### src/rtl/crtc_pkg.sv
package crtc_pkg;

  localparam int REG_W     = 32;
  localparam int HI_LSB    = 16;
  localparam int SYNCW_W   = 5;
  localparam int POL_BIT   = 21;
  localparam int LOCK_BIT  = 22;
  localparam int EN_BIT    = 25;
  localparam int DEPTH_LSB = 8;
  localparam int DEPTH_W   = 3;
  localparam int PIX_W     = 3;
  localparam int N_TREG    = 4;

  typedef enum logic [2:0] {
    RA_HTIME = 3'd0,
    RA_HSYNC = 3'd1,
    RA_VTIME = 3'd2,
    RA_VSYNC = 3'd3,
    RA_CTRL  = 3'd4,
    RA_LINE  = 3'd5
  } reg_addr_e;

  // position lies in (start_m1, start_m1 + width]
  function automatic logic in_sync_window(input logic [15:0] pos,
                                          input logic [15:0] start_m1,
                                          input logic [SYNCW_W-1:0] width);
    logic [16:0] lo;
    logic [16:0] hi;
    lo = {1'b0, start_m1};
    hi = lo + 17'(width);
    return ({1'b0, pos} > lo) && ({1'b0, pos} <= hi);
  endfunction

  function automatic logic [REG_W-1:0] pack_ctrl(input logic en,
                                                 input logic lock,
                                                 input logic [DEPTH_W-1:0] depth);
    return {6'b0, en, 2'b0, lock, 11'b0, depth, 8'b0};
  endfunction

  function automatic logic [REG_W-1:0] pack_line(input logic [15:0] line);
    return {line, 16'h0000};
  endfunction

endpackage

### src/rtl/crtc_regfile.sv
module crtc_regfile
  import crtc_pkg::*;
#(
  parameter int V_W = 11
) (
  input  logic                           clk,
  input  logic                           rst_n,
  input  logic                           we,
  input  logic [2:0]                     addr,
  input  logic [REG_W-1:0]               wdata,
  input  logic                           frame_end,
  input  logic [V_W-1:0]                 line,
  output logic [REG_W-1:0]               rdata,
  output logic                           en,
  output logic                           locked,
  output logic [N_TREG-1:0][REG_W-1:0]   shadow_o,
  output logic [N_TREG-1:0][REG_W-1:0]   active_o
);

  logic                timing_wr_ok;
  logic                load_active;
  logic [DEPTH_W-1:0]  depth_q;

  assign timing_wr_ok = we && !locked;
  assign load_active  = !en || frame_end;

  for (genvar i = 0; i < N_TREG; i++) begin : g_treg
    logic [REG_W-1:0] stage_q;
    logic [REG_W-1:0] work_q;
    always_ff @(posedge clk or negedge rst_n) begin
      if (!rst_n) begin
        stage_q <= '0;
        work_q  <= '0;
      end else begin
        if (timing_wr_ok && addr == 3'(i)) stage_q <= wdata;
        if (load_active) work_q <= stage_q;
      end
    end
    assign shadow_o[i] = stage_q;
    assign active_o[i] = work_q;
  end

  always_ff @(posedge clk or negedge rst_n) begin
    if (!rst_n) begin
      en      <= 1'b0;
      locked  <= 1'b0;
      depth_q <= '0;
    end else if (we && addr == RA_CTRL) begin
      en      <= wdata[EN_BIT];
      locked  <= wdata[LOCK_BIT];
      depth_q <= wdata[DEPTH_LSB +: DEPTH_W];
    end
  end

  always_comb begin
    case (reg_addr_e'(addr))
      RA_HTIME: rdata = shadow_o[0];
      RA_HSYNC: rdata = shadow_o[1];
      RA_VTIME: rdata = shadow_o[2];
      RA_VSYNC: rdata = shadow_o[3];
      RA_CTRL:  rdata = pack_ctrl(en, locked, depth_q);
      RA_LINE:  rdata = pack_line(16'(line));
      default:  rdata = '0;
    endcase
  end

endmodule

### src/rtl/crtc_counters.sv
module crtc_counters
  import crtc_pkg::*;
#(
  parameter int H_W = 9,
  parameter int V_W = 11
) (
  input  logic             clk,
  input  logic             rst_n,
  input  logic             en,
  input  logic [H_W-1:0]   htot,
  input  logic [V_W-1:0]   vtot,
  output logic [PIX_W-1:0] hpix,
  output logic [H_W-1:0]   hchar,
  output logic [V_W-1:0]   vline,
  output logic             hwrap,
  output logic             frame_end
);

  logic char_last;

  assign char_last = (hpix == {PIX_W{1'b1}});
  assign hwrap     = en && char_last && (hchar >= htot);
  assign frame_end = hwrap && (vline >= vtot);

  always_ff @(posedge clk or negedge rst_n) begin
    if (!rst_n) begin
      hpix  <= '0;
      hchar <= '0;
      vline <= '0;
    end else if (!en) begin
      hpix  <= '0;
      hchar <= '0;
      vline <= '0;
    end else begin
      hpix <= hpix + 1'b1;
      if (hwrap) begin
        hchar <= '0;
        vline <= frame_end ? '0 : vline + 1'b1;
      end else if (char_last) begin
        hchar <= hchar + 1'b1;
      end
    end
  end

endmodule

### src/rtl/crtc_syncgen.sv
module crtc_syncgen
  import crtc_pkg::*;
#(
  parameter int H_W = 9,
  parameter int V_W = 11
) (
  input  logic               en,
  input  logic [H_W-1:0]     hchar,
  input  logic [V_W-1:0]     vline,
  input  logic [H_W-1:0]     hdisp,
  input  logic [V_W-1:0]     vdisp,
  input  logic [H_W-1:0]     hs_start_m1,
  input  logic [SYNCW_W-1:0] hs_width,
  input  logic               hs_low,
  input  logic [V_W-1:0]     vs_start_m1,
  input  logic [SYNCW_W-1:0] vs_width,
  input  logic               vs_low,
  output logic               de,
  output logic               hsync,
  output logic               vsync
);

  logic h_active;
  logic v_active;

  assign h_active = en && in_sync_window(16'(hchar), 16'(hs_start_m1), hs_width);
  assign v_active = en && in_sync_window(16'(vline), 16'(vs_start_m1), vs_width);

  assign de    = en && (hchar <= hdisp) && (vline <= vdisp);
  assign hsync = h_active ^ hs_low;
  assign vsync = v_active ^ vs_low;

endmodule

### src/rtl/crtc_timing_gen.sv
module crtc_timing_gen
  import crtc_pkg::*;
#(
  parameter int H_W = 9,
  parameter int V_W = 11
) (
  input  logic             clk,
  input  logic             rst_n,
  input  logic             reg_we,
  input  logic [2:0]       reg_addr,
  input  logic [31:0]      reg_wdata,
  output logic [31:0]      reg_rdata,
  output logic [2:0]       pix_in_char,
  output logic [H_W-1:0]   char_count,
  output logic [V_W-1:0]   line_count,
  output logic             disp_en,
  output logic             hsync,
  output logic             vsync
);

  logic                          gen_en;
  logic                          wr_locked;
  logic                          hwrap;
  logic                          frame_end;
  logic [N_TREG-1:0][REG_W-1:0]  shadow_w;
  logic [N_TREG-1:0][REG_W-1:0]  active_w;

  logic [H_W-1:0]     act_htot;
  logic [H_W-1:0]     act_hdisp;
  logic [H_W-1:0]     act_hss;
  logic [SYNCW_W-1:0] act_hsw;
  logic               act_hlow;
  logic [V_W-1:0]     act_vtot;
  logic [V_W-1:0]     act_vdisp;
  logic [V_W-1:0]     act_vss;
  logic [SYNCW_W-1:0] act_vsw;
  logic               act_vlow;

  assign act_htot  = active_w[RA_HTIME][H_W-1:0];
  assign act_hdisp = active_w[RA_HTIME][HI_LSB +: H_W];
  assign act_hss   = active_w[RA_HSYNC][H_W-1:0];
  assign act_hsw   = active_w[RA_HSYNC][HI_LSB +: SYNCW_W];
  assign act_hlow  = active_w[RA_HSYNC][POL_BIT];
  assign act_vtot  = active_w[RA_VTIME][V_W-1:0];
  assign act_vdisp = active_w[RA_VTIME][HI_LSB +: V_W];
  assign act_vss   = active_w[RA_VSYNC][V_W-1:0];
  assign act_vsw   = active_w[RA_VSYNC][HI_LSB +: SYNCW_W];
  assign act_vlow  = active_w[RA_VSYNC][POL_BIT];

  crtc_regfile #(.V_W(V_W)) u_regs (
    .clk       (clk),
    .rst_n     (rst_n),
    .we        (reg_we),
    .addr      (reg_addr),
    .wdata     (reg_wdata),
    .frame_end (frame_end),
    .line      (line_count),
    .rdata     (reg_rdata),
    .en        (gen_en),
    .locked    (wr_locked),
    .shadow_o  (shadow_w),
    .active_o  (active_w)
  );

  crtc_counters #(.H_W(H_W), .V_W(V_W)) u_cnt (
    .clk       (clk),
    .rst_n     (rst_n),
    .en        (gen_en),
    .htot      (act_htot),
    .vtot      (act_vtot),
    .hpix      (pix_in_char),
    .hchar     (char_count),
    .vline     (line_count),
    .hwrap     (hwrap),
    .frame_end (frame_end)
  );

  crtc_syncgen #(.H_W(H_W), .V_W(V_W)) u_sync (
    .en          (gen_en),
    .hchar       (char_count),
    .vline       (line_count),
    .hdisp       (act_hdisp),
    .vdisp       (act_vdisp),
    .hs_start_m1 (act_hss),
    .hs_width    (act_hsw),
    .hs_low      (act_hlow),
    .vs_start_m1 (act_vss),
    .vs_width    (act_vsw),
    .vs_low      (act_vlow),
    .de          (disp_en),
    .hsync       (hsync),
    .vsync       (vsync)
  );

endmodule

### config.mk
export PLATFORM = sky130hd
export DESIGN_NAME = crtc_timing_gen
export DESIGN_NICKNAME = d
export VERILOG_FILES = /design/src/rtl/crtc_pkg.sv /design/src/rtl/crtc_regfile.sv /design/src/rtl/crtc_counters.sv /design/src/rtl/crtc_syncgen.sv /design/src/rtl/crtc_timing_gen.sv
export SDC_FILE = /design/constraint.sdc
export NUM_CORES = 1
export LEC_CHECK = 0
export BUFFER_PORTS_ARGS = -buffer_cell sky130_fd_sc_hd__buf_4
export CORE_MARGIN = 2
export CORE_UTILIZATION = 50
export DETAILED_ROUTE_END_ITERATION = 16
export PLACE_DENSITY_LB_ADDON = 0.3
export REMOVE_ABC_BUFFERS = 1
export SYNTH_ARGS = -nofsm -noshare
export SYNTH_HDL_FRONTEND = slang
export SYNTH_SLANG_ARGS = --single-unit
### constraint.sdc
create_clock -name clk -period 10.4 [get_ports clk]
set_clock_uncertainty 0.2 [all_clocks]
set_input_delay 3.12 -clock clk [delete_from_list [all_inputs] [get_ports clk]]
set_output_delay 3.12 -clock clk [all_outputs]
set_load 0.02 [all_outputs]
=== Yosys cells after proc, flatten, opt, wreduce, memory -nomap -nowiden ===
Cells that the tools add are included.
W data, S select, Z words.

* Logic and storage cells: 64
* Input port bits: 38
* Output and inout port bits: 58
* Register bits after elaboration: 252

* Reductions and logical operators: 19
* Add/subtract/negate cells: 5
* Magnitude comparators: 8
* Equal/unequal tests: 8
* Bitwise gates (word level): 2
* Muxes and demuxes: 8

{| class="wikitable"
|+ Operator list
! cell !! count
|-
| $pmux W32 S6 || 1
|-
| $mux W11 || 3
|-
| $mux W9 || 3
|-
| $le A11 B17 Y1 || 1
|-
| $le A9 B17 Y1 || 1
|-
| $logic_and A1 B1 Y1 || 15
|-
| $add A11 B5 Y12 || 1
|-
| $add A11 B1 Y11 const B || 1
|-
| $ge A11 B11 Y1 || 1
|-
| $gt A11 B11 Y1 || 1
|-
| $le A11 B11 Y1 || 1
|-
| $add A9 B5 Y10 || 1
|-
| $add A9 B1 Y9 const B || 1
|-
| $eq A3 B3 Y1 const B || 3
|-
| $ge A9 B9 Y1 || 1
|-
| $gt A9 B9 Y1 || 1
|-
| $le A9 B9 Y1 || 1
|-
| $eq A3 B2 Y1 const B || 2
|-
| $add A3 B1 Y3 const B || 1
|-
| $eq A3 B1 Y1 const B || 1
|-
| $logic_not A3 Y1 || 1
|-
| $mux W3 || 1
|-
| $ne A3 B1 Y1 const B || 1
|-
| $logic_not A1 Y1 || 2
|-
| other kinds (3) || 4
|}

=== Depth between registers and ports, before layout ===
* Word-level depth: 7
* Mapped depth: 16
* Mapped depth without buffers: 16

=== By module ===
From an unflattened synthesis, not the netlist that was laid out.

* Cells, all modules: 1,148
* Area, all modules: 14,564.0 µm²

{| class="wikitable"
|+ By module, submodules not included
! module !! cells an instance !! seq. area each (µm²) !! times used !! area each (µm²)
|-
| crtc_regfile || 688 || 6,531.3 || 1 || 10,909.2
|-
| crtc_syncgen || 260 || 0.0 || 1 || 1,964.4
|-
| crtc_counters || 200 || 575.6 || 1 || 1,690.4
|}

=== Worst setup path after synthesis ===
OpenSTA, ideal clock, no wires.

* Path kind: input -> output
* Start point: input port reg_addr[1]
* End point: output port reg_rdata[10]
* Slack: 2.539 ns
* Arrival: 4.541 ns
* Stages on the path: 7
* Data required time: 7.080 ns
* Buffers on the path: 3
* Path through: clkbuf_1 buf_2 buf_2 mux2i_1 nor2_1 a21oi_1 o21ai_0

* Longest elaborated chain between the ends: 2
* Elaborated cells between the ends (all ways): 7
* Classes of those cells: 5 x eq/ne; 1 x mux; 1 x reduce/logical

{| class="wikitable"
|+ Ends and longest elaborated chain
! element !! RTL line !! RTL
|-
| start: declaration || crtc_timing_gen.sv:10 || <nowiki>input logic [2:0] reg_addr,</nowiki>
|-
| $eq A3 B3 Y1 (tied with other cells) || crtc_regfile.sv:56 || <nowiki>case (reg_addr_e'(addr))</nowiki>
|-
| $pmux W32 S6 * || crtc_regfile.sv:56 ||
|-
| end: declaration || crtc_timing_gen.sv:12 || <nowiki>output logic [31:0] reg_rdata,</nowiki>
|}

Mark *: on every way between the ends. The rest lies on a longest branch, timed or not.

=== Final worst setup path ===
* Start point: input port reg_addr[1]
* End point: output port reg_rdata[0]

The elaborated chain is that of the path after synthesis.

==> results_dict.tcl <==
set metrics [dict create \
    track_usage 0.224 \
    start_util 0.511 \
    io_pins 96 \
    hpwlAfterDp_mm 20.2 \
    grt_max_degree 80 \
    post_cts_buffers 0 \
    die-area_sq_mm 0.0263 \
    hp-class "flop to flop" \
    syn_area_per_cell_sq_um 12.6 \
    die_x_um 162 \
    cp.required_ns 7.08 \
    layout-drive-gt1-share 0.336 \
    final-seq-area_sq_mm 0.00571 \
    grt_overflow 0 \
    fp.dieH_um 162 \
    timing.fmax_mhz 121 \
    tns_ns 0 \
    ys_top_cells_by_area "dfrtp_1 (46%), mux2_2 (13%), ha_1 (9.4%), mux2_4 (8.4%), a221o_1 (2.2%)" \
    r2r_start "u_cnt.hchar[8]$_DFFE_PN0P_" \
    synth_area_sq_mm 0.0125 \
    p_leak_uw 0.00695 \
    vias 8281 \
    synth_cell_types 61 \
    drt_pass1_iterations 5 \
    finalHoldViolCount 0 \
    antenna_found_initial 0 \
    fin_crit_sh 0.796 \
    yosys.area.top_type_share 0.456 \
    ys_seq_area_frac 0.456 \
    final_cell_count_no_fill 1424 \
    wire_per_inst_um 20.5 \
    slew_violations 0 \
    ant_nets 0 \
    start_kind "primary input" \
    clk_pin_slew_ns 0.05 \
    rr_worst_depth 6 \
    coreArea_sq_mm 0.0245 \
    r2r_slack_ns 7.03 \
    place.gp.congestion 0.878 \
    peakVddDrop_mv 0.141 \
    powerDensity_mw_per_mm2 253 \
    drv_cap 0 \
    hold_start "u_cnt.hpix[0]$_DFF_PN0_" \
    min_period_ns 8.27 \
    slew-limit-headroom 0.316 \
    grt_setup_unrepaired "false" \
    multi_input_area_sq_mm 0.00627 \
    end_kind "primary output" \
    portBuffers 95 \
    area_delta_synth_final_pct 13.8 \
    syn_inst 991 \
    tightest_slew_ns 1.03 \
    synth-main-ff-cell "dfrtp_1" \
    cts_tree "built" \
    dp.cells 1376 \
    clock-sinks 228 \
    grt_pass1_wl_mm 46.2 \
    grt_pass1_vias 8349 \
    cts_max_level 1 \
    status "completed" \
    post_cts_resized 0 \
    synth_top_cell_by_area "dfrtp_1" \
    clock_latency_ns 0.54 \
    hold_buffers 0 \
    fillers 1988 \
    crit_arrival_ns 4.95 \
    cts_root_buf "clkbuf_16" \
    crit_type "primary input to primary output" \
    vias_per_cell 5.82 \
    critPathMaxFanout 24 \
    drtIter0Drc 490 \
    synth_edf_count 0 \
    ys_async_sr_fraction 1.00 \
    clk_path_buf_depth 3 \
    num_antenna_cells 0 \
    cts-buffers-inserted 26 \
    setup_viol 0 \
    min_to "u_cnt.hpix[0]$_DFF_PN0_" \
    ys_warn_count 0 \
    drt_wl_total_mm 29.2 \
    drc_errors 0 \
    synth_seq_cells 228 \
    worstHoldPathCells 1 \
    final_nets 1214 \
    r2r-end "u_regs.g_treg[3].work_q[2]$_DFFE_PN0P_" \
    rows 57 \
]
-- worst max path at each step --
stage | start | endpoint
detailed placement | reg_addr[1] | reg_rdata[0]
CTS | reg_addr[1] | reg_rdata[0]
finish | reg_addr[1] | reg_rdata[0]
global placement | reg_addr[1] | reg_rdata[0]
floorplan | reg_addr[2] | reg_rdata[25]
global route | u_regs.g_treg[3].work_q[16]$_DFFE_PN0P_ | vsync
-- metrics by stage --
stage	hold slack (ns)	total power, uW	util	worst slack [ns]	area [sq um]
5_1_grt	0.297	3830	0.582	2.04	14200
4_1_cts	0.277	3630	0.582	2.13	14200
3_3_place_gp	0.251	2690	0.547	2.18	13400
6_report	0.267	3600	0.582	2.13	14200
2_1_floorplan	0.275	2340	-	2.84	12200
3_5_place_dp	0.269	2730	0.547	2.16	13400
-- cells in the final DEF, fill, tap and decap left out, types with 14 or more instances in the layout --
master | synthesis | final
a22o_1 | 28 | 28
nand4_1 | 14 | 14
dfrtp_1 | 228 | 228
mux2_4 | 70 | 70
nor2_1 | 23 | 23
buf_4 | 1 | 100
nand2_1 | 37 | 36
inv_1 | 62 | 62
o21ai_0 | 33 | 33
a221o_1 | 27 | 27
clkbuf_16 | 0 | 26
nor2b_1 | 20 | 20
a21oi_1 | 23 | 23
ha_1 | 94 | 94
and3_1 | 14 | 14
mux2_2 | 140 | 140
-- synthesized netlist by cell type, types with 8 or more instances --
cell / count
a21o_1: 10
a21oi_1: 23
a221o_1: 27
a22o_1: 28
and3_1: 14
buf_2: 20
clkbuf_1: 12
dfrtp_1: 228
ha_1: 94
inv_1: 62
mux2_2: 140
mux2_4: 70
mux2i_1: 10
nand2_1: 37
nand3_1: 13
nand4_1: 14
nor2_1: 23
nor2b_1: 20
nor3_1: 8
o21ai_0: 33
xnor2_1: 13
xor2_1: 9
-- registers in the layout (all words and copies together), names as in the netlist --
register               cells
u_regs.g_treg.stage_q    128
u_regs.g_treg.work_q      72
u_cnt.hchar                9
u_cnt.vline               11
u_cnt.hpix                 3
u_regs.locked              1
u_regs.en                  1
u_regs.depth_q             3
-- area by class of cell --
cell class,instances,area share
timing repair buffer,101,0.0538
tap,324,0.0285
clock inverter,12,0.00739
multi-input combinational,659,0.441
clock buffer,36,0.0519
inverter,64,0.0169
sequential,228,0.401
-- logic make-up after synthesis --
| kind of cell | share of synthesized area |
|---|---|
| flops | 0.456 |
| mux | 0.225 |
| compound gates | 0.0990 |
| simple gates | 0.0640 |
| buf+inv | 0.0426 |
| fa+ha+maj | 0.0973 |
| xor+xnor | 0.0154 |
-- power by group --
part           internal [uW]  switching, uW  leakage [uW]
clock network            523            364      0.000421
registers               1170            251       0.00278
logic                    708            589       0.00374
-- metal layers --
layer | routed length [um] | track usage
met5 | 0 | 0
met4 | 476 | 0.0491
met3 | 1310 | 0.0263
met2 | 14100 | 0.380
met1 | 13300 | 0.312
-- critical path, cell delays in order --
cell and delay (ns):
buf_4 0.33, and3_1 0.91, a22o_1 0.28, a221o_1 0.15, buf_4 0.16
(Power assumes the default switching activity.)
